--- config.mk ---
export PLATFORM = sky130hd
export DESIGN_NAME = i2c_byte_slave
export DESIGN_NICKNAME = d
export VERILOG_FILES = /design/src/rtl/i2c_slv_pkg.sv /design/src/rtl/i2c_line_filter.sv /design/src/rtl/i2c_bus_events.sv /design/src/rtl/i2c_byte_slave.sv
export SDC_FILE = /design/constraint.sdc
export NUM_CORES = 1
export LEC_CHECK = 0
export CAP_MARGIN = 20
export CORE_MARGIN = 2
export CORE_UTILIZATION = 52
export DETAILED_ROUTE_END_ITERATION = 12
export PLACE_DENSITY = 0.87
export SLEW_MARGIN = 20
export SYNTH_ARGS = -nofsm -noshare
export SYNTH_HDL_FRONTEND = slang
export SYNTH_SLANG_ARGS = --single-unit
--- constraint.sdc ---
create_clock -name clk_i -period 3.5 [get_ports clk_i]
set_input_delay 0.7 -clock clk_i [delete_from_list [all_inputs] [get_ports clk_i]]
set_output_delay 0.7 -clock clk_i [all_outputs]
set_load 0.03 [all_outputs]
--- src/rtl/i2c_slv_pkg.sv ---
package i2c_slv_pkg;
  localparam int BYTE_W = 8;
  localparam int ADDR_W = 7;

  typedef enum logic [3:0] {
    ST_IDLE, ST_ADDR, ST_ADDR_ACK, ST_RX, ST_RX_ACK, ST_RX_WAIT,
    ST_TX, ST_TX_ACK, ST_TX_WAIT
  } slv_state_e;

  typedef struct packed {
    logic scl;
    logic sda;
    logic scl_rise;
    logic scl_fall;
    logic start;
    logic stop;
  } bus_ev_t;
endpackage

--- src/rtl/i2c_line_filter.sv ---
module i2c_line_filter #(
  parameter int SYNC_STAGES = 2,
  parameter int VOTE_TAPS   = 3
) (
  input  logic clk_i,
  input  logic rst_ni,
  input  logic line_i,
  output logic line_o
);
  localparam int CW = $clog2(VOTE_TAPS + 1);

  logic [SYNC_STAGES-1:0] sync_q;
  logic [VOTE_TAPS-1:0]   hist_q;
  logic [CW-1:0]          ones;

  always_comb begin
    ones = '0;
    for (int i = 0; i < VOTE_TAPS; i++) ones = ones + CW'(hist_q[i]);
  end

  always_ff @(posedge clk_i or negedge rst_ni) begin
    if (!rst_ni) begin
      sync_q <= '1;
      hist_q <= '1;
      line_o <= 1'b1;
    end else begin
      sync_q <= {sync_q[SYNC_STAGES-2:0], line_i};
      hist_q <= {hist_q[VOTE_TAPS-2:0], sync_q[SYNC_STAGES-1]};
      line_o <= (ones > CW'(VOTE_TAPS / 2));
    end
  end
endmodule

--- src/rtl/i2c_bus_events.sv ---
module i2c_bus_events
  import i2c_slv_pkg::*;
(
  input  logic    clk_i,
  input  logic    rst_ni,
  input  logic    scl_f_i,
  input  logic    sda_f_i,
  output bus_ev_t ev_o
);
  logic scl_q, sda_q;

  always_ff @(posedge clk_i or negedge rst_ni) begin
    if (!rst_ni) begin
      scl_q <= 1'b1;
      sda_q <= 1'b1;
    end else begin
      scl_q <= scl_f_i;
      sda_q <= sda_f_i;
    end
  end

  always_comb begin
    ev_o.scl      = scl_f_i;
    ev_o.sda      = sda_f_i;
    ev_o.scl_rise = scl_f_i & ~scl_q;
    ev_o.scl_fall = ~scl_f_i & scl_q;
    // conditions only count when SCL is steadily high
    ev_o.start    = scl_q & scl_f_i & sda_q & ~sda_f_i;
    ev_o.stop     = scl_q & scl_f_i & ~sda_q & sda_f_i;
  end
endmodule

--- src/rtl/i2c_byte_slave.sv ---
module i2c_byte_slave
  import i2c_slv_pkg::*;
#(
  parameter int SYNC_STAGES = 2,
  parameter int VOTE_TAPS   = 3
) (
  input  logic              clk_i,
  input  logic              rst_ni,
  input  logic              scl_i,
  input  logic              sda_i,
  output logic              scl_drive_low_o,
  output logic              sda_drive_low_o,
  input  logic [ADDR_W-1:0] own_addr_i,
  input  logic              nak_reply_i,
  output logic [BYTE_W-1:0] rx_data_o,
  output logic              rx_valid_o,
  input  logic              rx_read_i,
  output logic              rx_irq_o,
  input  logic [BYTE_W-1:0] tx_data_i,
  input  logic              tx_write_i,
  output logic              tx_full_o,
  output logic              tx_irq_o,
  output logic              nak_flag_o,
  input  logic              nak_irq_en_i,
  output logic              nak_irq_o,
  input  logic              nak_clr_i,
  output logic              stop_flag_o,
  input  logic              stop_clr_i
);
  localparam int CNT_W = $clog2(BYTE_W + 1);
  localparam logic [CNT_W-1:0] LAST_BIT = CNT_W'(BYTE_W);

  logic [1:0] raw_lines, filt_lines;
  logic       scl_filt, start_det;
  bus_ev_t    ev;

  assign raw_lines = {sda_i, scl_i};

  for (genvar g = 0; g < 2; g++) begin : g_filt
    i2c_line_filter #(.SYNC_STAGES(SYNC_STAGES), .VOTE_TAPS(VOTE_TAPS)) u_filt (
      .clk_i (clk_i),
      .rst_ni(rst_ni),
      .line_i(raw_lines[g]),
      .line_o(filt_lines[g])
    );
  end

  i2c_bus_events u_ev (
    .clk_i  (clk_i),
    .rst_ni (rst_ni),
    .scl_f_i(filt_lines[0]),
    .sda_f_i(filt_lines[1]),
    .ev_o   (ev)
  );

  assign scl_filt  = ev.scl;
  assign start_det = ev.start;

  slv_state_e        st_q;
  logic [CNT_W-1:0]  cnt_q;
  logic [BYTE_W-1:0] sh_q, rx_hold_q, tx_hold_q;
  logic              ack_drv_q, nakd_q, rw_q, mnak_q;
  logic              rx_valid_q, tx_full_q, rx_irq_q, tx_irq_q, nak_flag_q, stop_flag_q;

  always_ff @(posedge clk_i or negedge rst_ni) begin
    if (!rst_ni) begin
      st_q        <= ST_IDLE;
      cnt_q       <= '0;
      sh_q        <= '0;
      rx_hold_q   <= '0;
      tx_hold_q   <= '0;
      ack_drv_q   <= 1'b0;
      nakd_q      <= 1'b0;
      rw_q        <= 1'b0;
      mnak_q      <= 1'b0;
      rx_valid_q  <= 1'b0;
      tx_full_q   <= 1'b0;
      rx_irq_q    <= 1'b0;
      tx_irq_q    <= 1'b0;
      nak_flag_q  <= 1'b0;
      stop_flag_q <= 1'b0;
    end else begin
      rx_irq_q <= 1'b0;
      tx_irq_q <= 1'b0;
      if (rx_read_i)  rx_valid_q  <= 1'b0;
      if (nak_clr_i)  nak_flag_q  <= 1'b0;
      if (stop_clr_i) stop_flag_q <= 1'b0;

      if (ev.stop) begin
        stop_flag_q <= 1'b1;
        st_q        <= ST_IDLE;
      end else if (ev.start) begin
        st_q  <= ST_ADDR;
        cnt_q <= '0;
      end else begin
        unique case (st_q)
          ST_ADDR: begin
            if (ev.scl_rise) begin
              sh_q  <= {sh_q[BYTE_W-2:0], ev.sda};
              cnt_q <= cnt_q + 1'b1;
            end else if (ev.scl_fall && cnt_q == LAST_BIT) begin
              if (sh_q[BYTE_W-1 -: ADDR_W] == own_addr_i) begin
                st_q      <= ST_ADDR_ACK;
                ack_drv_q <= 1'b1;
                rw_q      <= sh_q[0];
              end else begin
                st_q <= ST_IDLE;
              end
            end
          end
          ST_RX: begin
            if (ev.scl_rise) begin
              sh_q  <= {sh_q[BYTE_W-2:0], ev.sda};
              cnt_q <= cnt_q + 1'b1;
            end else if (ev.scl_fall && cnt_q == LAST_BIT) begin
              st_q      <= ST_RX_ACK;
              ack_drv_q <= ~nak_reply_i;
              nakd_q    <= nak_reply_i;
            end
          end
          ST_TX: begin
            if (ev.scl_rise) cnt_q <= cnt_q + 1'b1;
            else if (ev.scl_fall) begin
              if (cnt_q == LAST_BIT) st_q <= ST_TX_ACK;
              else sh_q <= {sh_q[BYTE_W-2:0], 1'b0};
            end
          end
          ST_TX_ACK: begin
            if (ev.scl_rise) begin
              mnak_q <= ev.sda;
              if (ev.sda) nak_flag_q <= 1'b1;
            end
          end
          default: ;
        endcase

        // ninth-clock falling edge and wait-state exits
        if ((st_q == ST_RX_ACK && ev.scl_fall) || st_q == ST_RX_WAIT) begin
          if (!rx_valid_q) begin
            rx_hold_q  <= sh_q;
            rx_valid_q <= 1'b1;
            rx_irq_q   <= 1'b1;
            cnt_q      <= '0;
            st_q       <= nakd_q ? ST_IDLE : ST_RX;
          end else begin
            st_q <= ST_RX_WAIT;
          end
        end
        if (st_q == ST_ADDR_ACK && ev.scl_fall && !rw_q) begin
          st_q  <= ST_RX;
          cnt_q <= '0;
        end
        if ((st_q == ST_ADDR_ACK && ev.scl_fall && rw_q) ||
            (st_q == ST_TX_ACK && ev.scl_fall && !mnak_q) || st_q == ST_TX_WAIT) begin
          if (tx_full_q) begin
            sh_q      <= tx_hold_q;
            tx_full_q <= 1'b0;
            tx_irq_q  <= 1'b1;
            cnt_q     <= '0;
            st_q      <= ST_TX;
          end else begin
            st_q <= ST_TX_WAIT;
          end
        end
        if (st_q == ST_TX_ACK && ev.scl_fall && mnak_q) st_q <= ST_IDLE;
      end

      if (tx_write_i) begin
        tx_hold_q <= tx_data_i;
        tx_full_q <= 1'b1;
      end
    end
  end

  assign scl_drive_low_o = (st_q == ST_RX_WAIT) || (st_q == ST_TX_WAIT);
  assign sda_drive_low_o = ((st_q == ST_TX) && !sh_q[BYTE_W-1]) ||
                           ((st_q == ST_ADDR_ACK || st_q == ST_RX_ACK) && ack_drv_q);
  assign rx_data_o   = rx_hold_q;
  assign rx_valid_o  = rx_valid_q;
  assign rx_irq_o    = rx_irq_q;
  assign tx_full_o   = tx_full_q;
  assign tx_irq_o    = tx_irq_q;
  assign nak_flag_o  = nak_flag_q;
  assign nak_irq_o   = nak_flag_q & nak_irq_en_i;
  assign stop_flag_o = stop_flag_q;
endmodule

### Yosys cells after proc, flatten, opt, wreduce, memory -nomap -nowiden

Cells that the tools add are included.

| storage, ports and cells | value |
|---|---|
| input bits | 25 |
| word-level logic and storage cells | 168 |
| output and inout port bits | 17 |
| bits in registers | 56 |

| operators by class | value |
|---|---|
| bitwise logic cells | 17 |
| order comparisons | 2 |
| eq/ne operators | 24 |
| mux-type cells | 64 |
| $add $sub $neg | 5 |
| reduce and logical (&&, ||, !) cells | 33 |

Operators by type and width:

| operator | number |
|---|---|
| $mux W4 | 22 |
| $ne A8 B8 Y1 const B | 7 |
| $mux W8 | 6 |
| $mux W1 | 30 |
| $eq A4 B3 Y1 const B | 4 |
| $pmux W8 S2 | 1 |
| $reduce_and A8 Y1 | 2 |
| $ne A2 B2 Y1 const B | 7 |
| $pmux W4 S3 | 1 |
| $logic_and A1 B1 Y1 | 10 |
| $not A1 Y1 | 9 |
| $reduce_bool A9 Y1 | 1 |
| $and A1 B1 Y1 | 8 |
| $eq A4 B2 Y1 const B | 2 |
| $eq A4 B4 Y1 const B | 2 |
| $reduce_and A4 Y1 | 2 |
| $eq A7 B7 Y1 | 1 |
| $logic_or A1 B1 Y1 | 6 |
| $reduce_and A6 Y1 | 1 |
| $reduce_bool A2 Y1 | 3 |
| $reduce_and A5 Y1 | 1 |
| $add A1 B1 Y2 | 2 |
| $add A2 B1 Y2 | 2 |
| $add A4 B1 Y4 const B | 1 |
| 10 further kinds | 14 |

### Longest topological paths before layout

| depth | value |
|---|---|
| depth in word-level cells | 12 |
| gate-level depth with buffers | 8 |
| mapped depth without buffers | 7 |

### Cells and area by module

Synthesis repeated with hierarchy kept, for this count alone.

| second synthesis, totals | value |
|---|---|
| cell total of the unflattened synthesis | 243 |
| area total of the unflattened synthesis | 2700.1 um^2 |

By module, submodules not included:

| module | instances | area an instance (um^2) | sequential area each (um^2) | cells each |
|---|---|---|---|---|
| i2c_byte_slave | 1 | 2244.7 | 1051.0 | 219 |
| i2c_line_filter | 2 | 177.7 | 157.7 | 8 |
| i2c_bus_events | 1 | 100.1 | 52.6 | 8 |

### Worst setup path before layout

Ideal clock, no wire load.

| timing path | value |
|---|---|
| kind | register -> output |
| start | register st_q[1] |
| end | output sda_drive_low_o |
| data required time | 2.800 ns |
| setup slack | 1.160 ns |
| cell stages (with the launch flop) | 6 |
| arrival time | 1.640 ns |
| cells stage by stage | dfrtp_1 buf_6 clkbuf_1 mux2i_1 a21oi_1 nor3_1 |

| between the ends | value |
|---|---|
| cells in the longest elaborated chain, start to end | 4 |
| elaborated cells on any way between the ends | 7 |
| classes of those cells | eq/ne: 3; reduce/logical: 4 |

Ends and longest elaborated chain:

| what | RTL line | source |
|---|---|---|
| start: declaration | i2c_byte_slave.sv:59 | `slv_state_e st_q;` |
| start signal: assignment | i2c_byte_slave.sv:144 | `st_q <= nakd_q ? ST_IDLE : ST_RX;` |
| $eq A4 B2 Y1 or $eq A4 B3 Y1 (tied branches) | i2c_byte_slave.sv:177 | `((st_q == ST_ADDR_ACK \|\| st_q == ST_RX_ACK) && ack_drv_q);` |
| $logic_or A1 B1 Y1 | i2c_byte_slave.sv:177 |  |
| $logic_and A1 B1 Y1 | i2c_byte_slave.sv:177 |  |
| $logic_or A1 B1 Y1 * | i2c_byte_slave.sv:176 | `assign sda_drive_low_o = ((st_q == ST_TX) && !sh_q[BYTE_W-1]) \|\|` |
| end: declaration | i2c_byte_slave.sv:12 | `output logic sda_drive_low_o,` |

Every way passes the cells marked *; elsewhere a longest branch is shown, timed or not.

### Worst setup path in the final report

Ends and elaborated chain as after synthesis.

==> implementation parameters <==
Parameter                              Value

Floorplanning
  Starting density of the core ... 53.8%
  Die footprint ... 0.00584 mm²
  Io pins ... 42
  Number of cell rows ... 26
  Core outline area ... 0.00507 mm²
  Die X ... 76.4 µm
  Vertical die dimension ... 76.4 µm

Clock network
  Buffer depth of the longest clock path ... 2
  Number of buffers added by the clock tree synthesis step ... 5
  Number of buffers added to fix hold violations after cts ... 0
  CTS clk-pin slew, worst paths ... 0.09 ns
  Resized cells post-CTS ... 0
  Clk Tree Root Cell ... clkbuf_8
  Buffer count from post-CTS setup fixing ... 0
  Clock sink count ... 56
  Level count of the clock H-tree ... 2
  Skew-Pair Late Insertion Delay ... 0.31 ns
  TritonCTS clock tree ... done

Synthesis
  Syn nets ... 261
  Area fraction of the dominant cell type after synthesis ... 38.5%
  Prevailing post-synth register cell ... dfrtp_1
  Sequential cell area fraction in the yosys report ... 52.0%
  Most frequent cells after synthesis ... dfrtp_1 (42), mux2_2 (17), nand2_1 (15)
  Leading cell type by number of instances after synthesis ... dfrtp_1
  Synthesized cell area ... 0.00273 mm²
  Total of flip-flops plus latches after synthesis ... 56
  Top cells by area in the synthesized netlist ... dfrtp_1 (39%), dfstp_2 (13%), mux2_2 (7.0%), a21o_1 (3.0%), xnor2_1 (2.2%)
  Post-synth top area cell ... dfrtp_1
  Share of flip-flops with an asynchronous set or reset after synthesis ... 100%
  Cell count after synthesis ... 232
  Post-Syn Area per Cell ... 11.8 µm²
  Yosys warning count ... 0
  Number of unique standard cell types used by synthesis ... 57
  Number of enable-type register cells in the synthesized netlist ... 0

Final layout
  Number of nets in the final layout ... 299
  Post-route standard cell area excluding fillers ... 0.00329 mm²
  Fraction of final layout cells with drive strength greater than 1 ... 20.7%
  Area growth from synthesis to final layout ... 20.5%
  # diodes ... 0
  Final cell count without fillers ... 341

STA
  Tightest Pin Transition ... 0.921 ns
  Fraction of the cycle the final worst path needs ... 82.4%
  Highest attainable clock frequency ... 347 MHz
  Setup TNS after final layout ... 0 ns
  Minimum setup slack in the final design ... 0.614 ns
  Setup violators final ... 0
  RSZ-0062 raised after global routing ... false
  Relative slew margins ... 38.6%
  Fin Hold WS ... 0.229 ns
  Number of max-slew violations in the final report ... 0
  Worst-case clock skew ... 0.00466 ns
  Tmin final ... 2.89 ns
  Number of endpoints with negative hold slack in the final report ... 0

Power
  Fraction of power consumed by the clock network ... 23.8%
  Net switching fraction of the power ... 32.8%
  Total leakage power ... 1.42 nW
  Share of power burned in registers ... 48.6%
  Internal power ... 1.29 mW
  Sw Pwr ... 0.629 mW
  Fraction of power consumed by combinational cells ... 27.6%
  Power density over the cells ... 583 mW/mm²
  Largest voltage drop on the vdd net ... 0.367 mV

Placement
  Pre-CTS setup slack ... 0.850 ns
  Count of buffers from port buffering ... 41
  Final GP Congestion ... 0.878
  Hpwl dp ... 3850 µm
  Area after detailed placement ... 0.00316 mm²
  Total placed cells including tap cells ... 333

Critical path
  Worst path arrival time ... 2.19 ns
  Dominant delay contributor by cell family on the critical path ... buffers and inverters
  Category of the critical setup timing path ... reg -> out
  Peak per-stage delay on the critical path ... 0.70 ns
  Worst-path cell with the longest stage delay ... clkdlybuf4s50_1
  Sort of element at the start of the critical path ... register
  Cell-by-cell listing of the critical path ... mux2i_1 -> a21oi_1 -> nor3_1 -> clkdlybuf4s50_1
  Max FO, Critical Path ... 18
  Sort of element at the end of the critical path ... output port
  Required time of the critical path ... 2.80 ns
  Flop-to-flop setup slack ... 1.20 ns
  CP Buf/Inv Count ... 1

Global routing
  Largest net degree at the start of global routing ... 48
  Initial antenna violation count ... 0
  Via count of the first global-routing pass ... 1918
  Total grt overflow ... 0
  GRT Util Overall ... 20.3%
  Wire length of the first global-routing pass ... 9490 µm

Route
  Iteration-0 DRC count of the detailed router ... 167
  Final WL ... 5520 µm
  DRC errors left ... 0
  Detailed Routing Iterations Pass 1 ... 4
  Final ANT Viol Nets ... 0
  WL/cell ... 16.2 µm
  Via density per instance ... 5.75
  Total vias in the final route ... 1962

Hold path
  Path type of the worst min-delay path ... in -> async

Outcome
  Run status ... finished clean

Run
  Reported max-cap violation count ... 0
-- cell type report --
type	instances	area [µm²]
Sequential cell	56	1420
Clock inverter	1	30.0
Fill cell	404	1790
Tap cell	70	87.6
Multi-Input combinational cell	155	1210
Timing Repair Buffer	42	413
Inverter	10	37.5
Clock buffer	7	96.3
-- layer usage --
metal  track usage (%)  part of all wire, %
met5                 0                    0
met4              7.27                  1.4
met3              4.03                  3.9
met2              31.5                   49
met1              28.5                   45
-- power groups by stage --
stage	Sequential, mW	Clock, mW	Combinational (mW)
after floorplan	0.917	0	0.363
after global placement	0.929	0	0.507
after detailed placement	0.942	0	0.527
after CTS	0.931	0.461	0.529
after global routing	0.955	0.486	0.573
final	0.932	0.457	0.528
-- metrics by stage --
step,power [mW],utilization [%]
global route,2.01,64.8
global placement,1.44,62.3
detailed placement,1.47,62.3
floorplan,1.28,-
finish,1.92,64.8
CTS,1.92,64.8
-- cell usage in the layout (no fill, tap or decap), types with 5 or more instances in the layout --
cell,synthesis,routed
a21o_1,11,11
a21oi_1,6,6
clkbuf_8,0,7
clkdlybuf4s50_1,0,40
dfrtp_1,42,42
dfstp_2,14,14
inv_1,10,10
mux2_2,17,17
nand2_1,15,15
nand3_1,9,9
nand3b_1,6,6
nor2_1,8,8
o21ai_0,9,9
o221a_1,5,5
xnor2_1,7,7
-- flip-flops by register name (all words and copies together), names as in the netlist, 2 cells and up --
signal / count
rx_data_o: 8
sh_q: 8
tx_hold_q: 8
g_filt.u_filt.hist_q: 6
cnt_q: 4
g_filt.u_filt.sync_q: 4
st_q: 4
g_filt.u_filt.line_o: 2
-- final timing paths --
| path | startpoint | to | depth (start not counted) |
|---|---|---|---|
| worst max-delay path | st_q[1] | sda_drive_low_o | 4 |
| worst min-delay path | rst_ni | rx_data_o[5] | 1 |
| worst max register to register | st_q[0] | cnt_q[3] | 5 |
| worst min register to register | g_filt[0].u_filt.sync_q[1] | g_filt[0].u_filt.hist_q[0] | 0 |
| max in group asynchronous | rst_ni | u_ev.sda_q | 2 |
| min in group clk_i | g_filt[0].u_filt.sync_q[1] | g_filt[0].u_filt.hist_q[0] | 0 |
-- kinds of logic after synthesis --
family	Yosys count	synth area share, %
and+or+nand+nor	66	14.7
AOI/OAI and AO/OA	57	17.0
DFF	56	52.0
buffers and inverters	21	3.81
muxes	19	7.79
xor gates and xnor gates	9	2.89
adders and majority gates	4	1.83
-- worst reg2reg max path, delay by kind of cell (launching register included) --
| kind | cells | cell delay (ns) |
|---|---|---|
| AOI/OAI and AO/OA | 3 | 1.17 |
| DFF | 1 | 0.58 |
| and+or+nand+nor | 2 | 0.49 |
No activity file was read; power rests on OpenSTA's default activity.
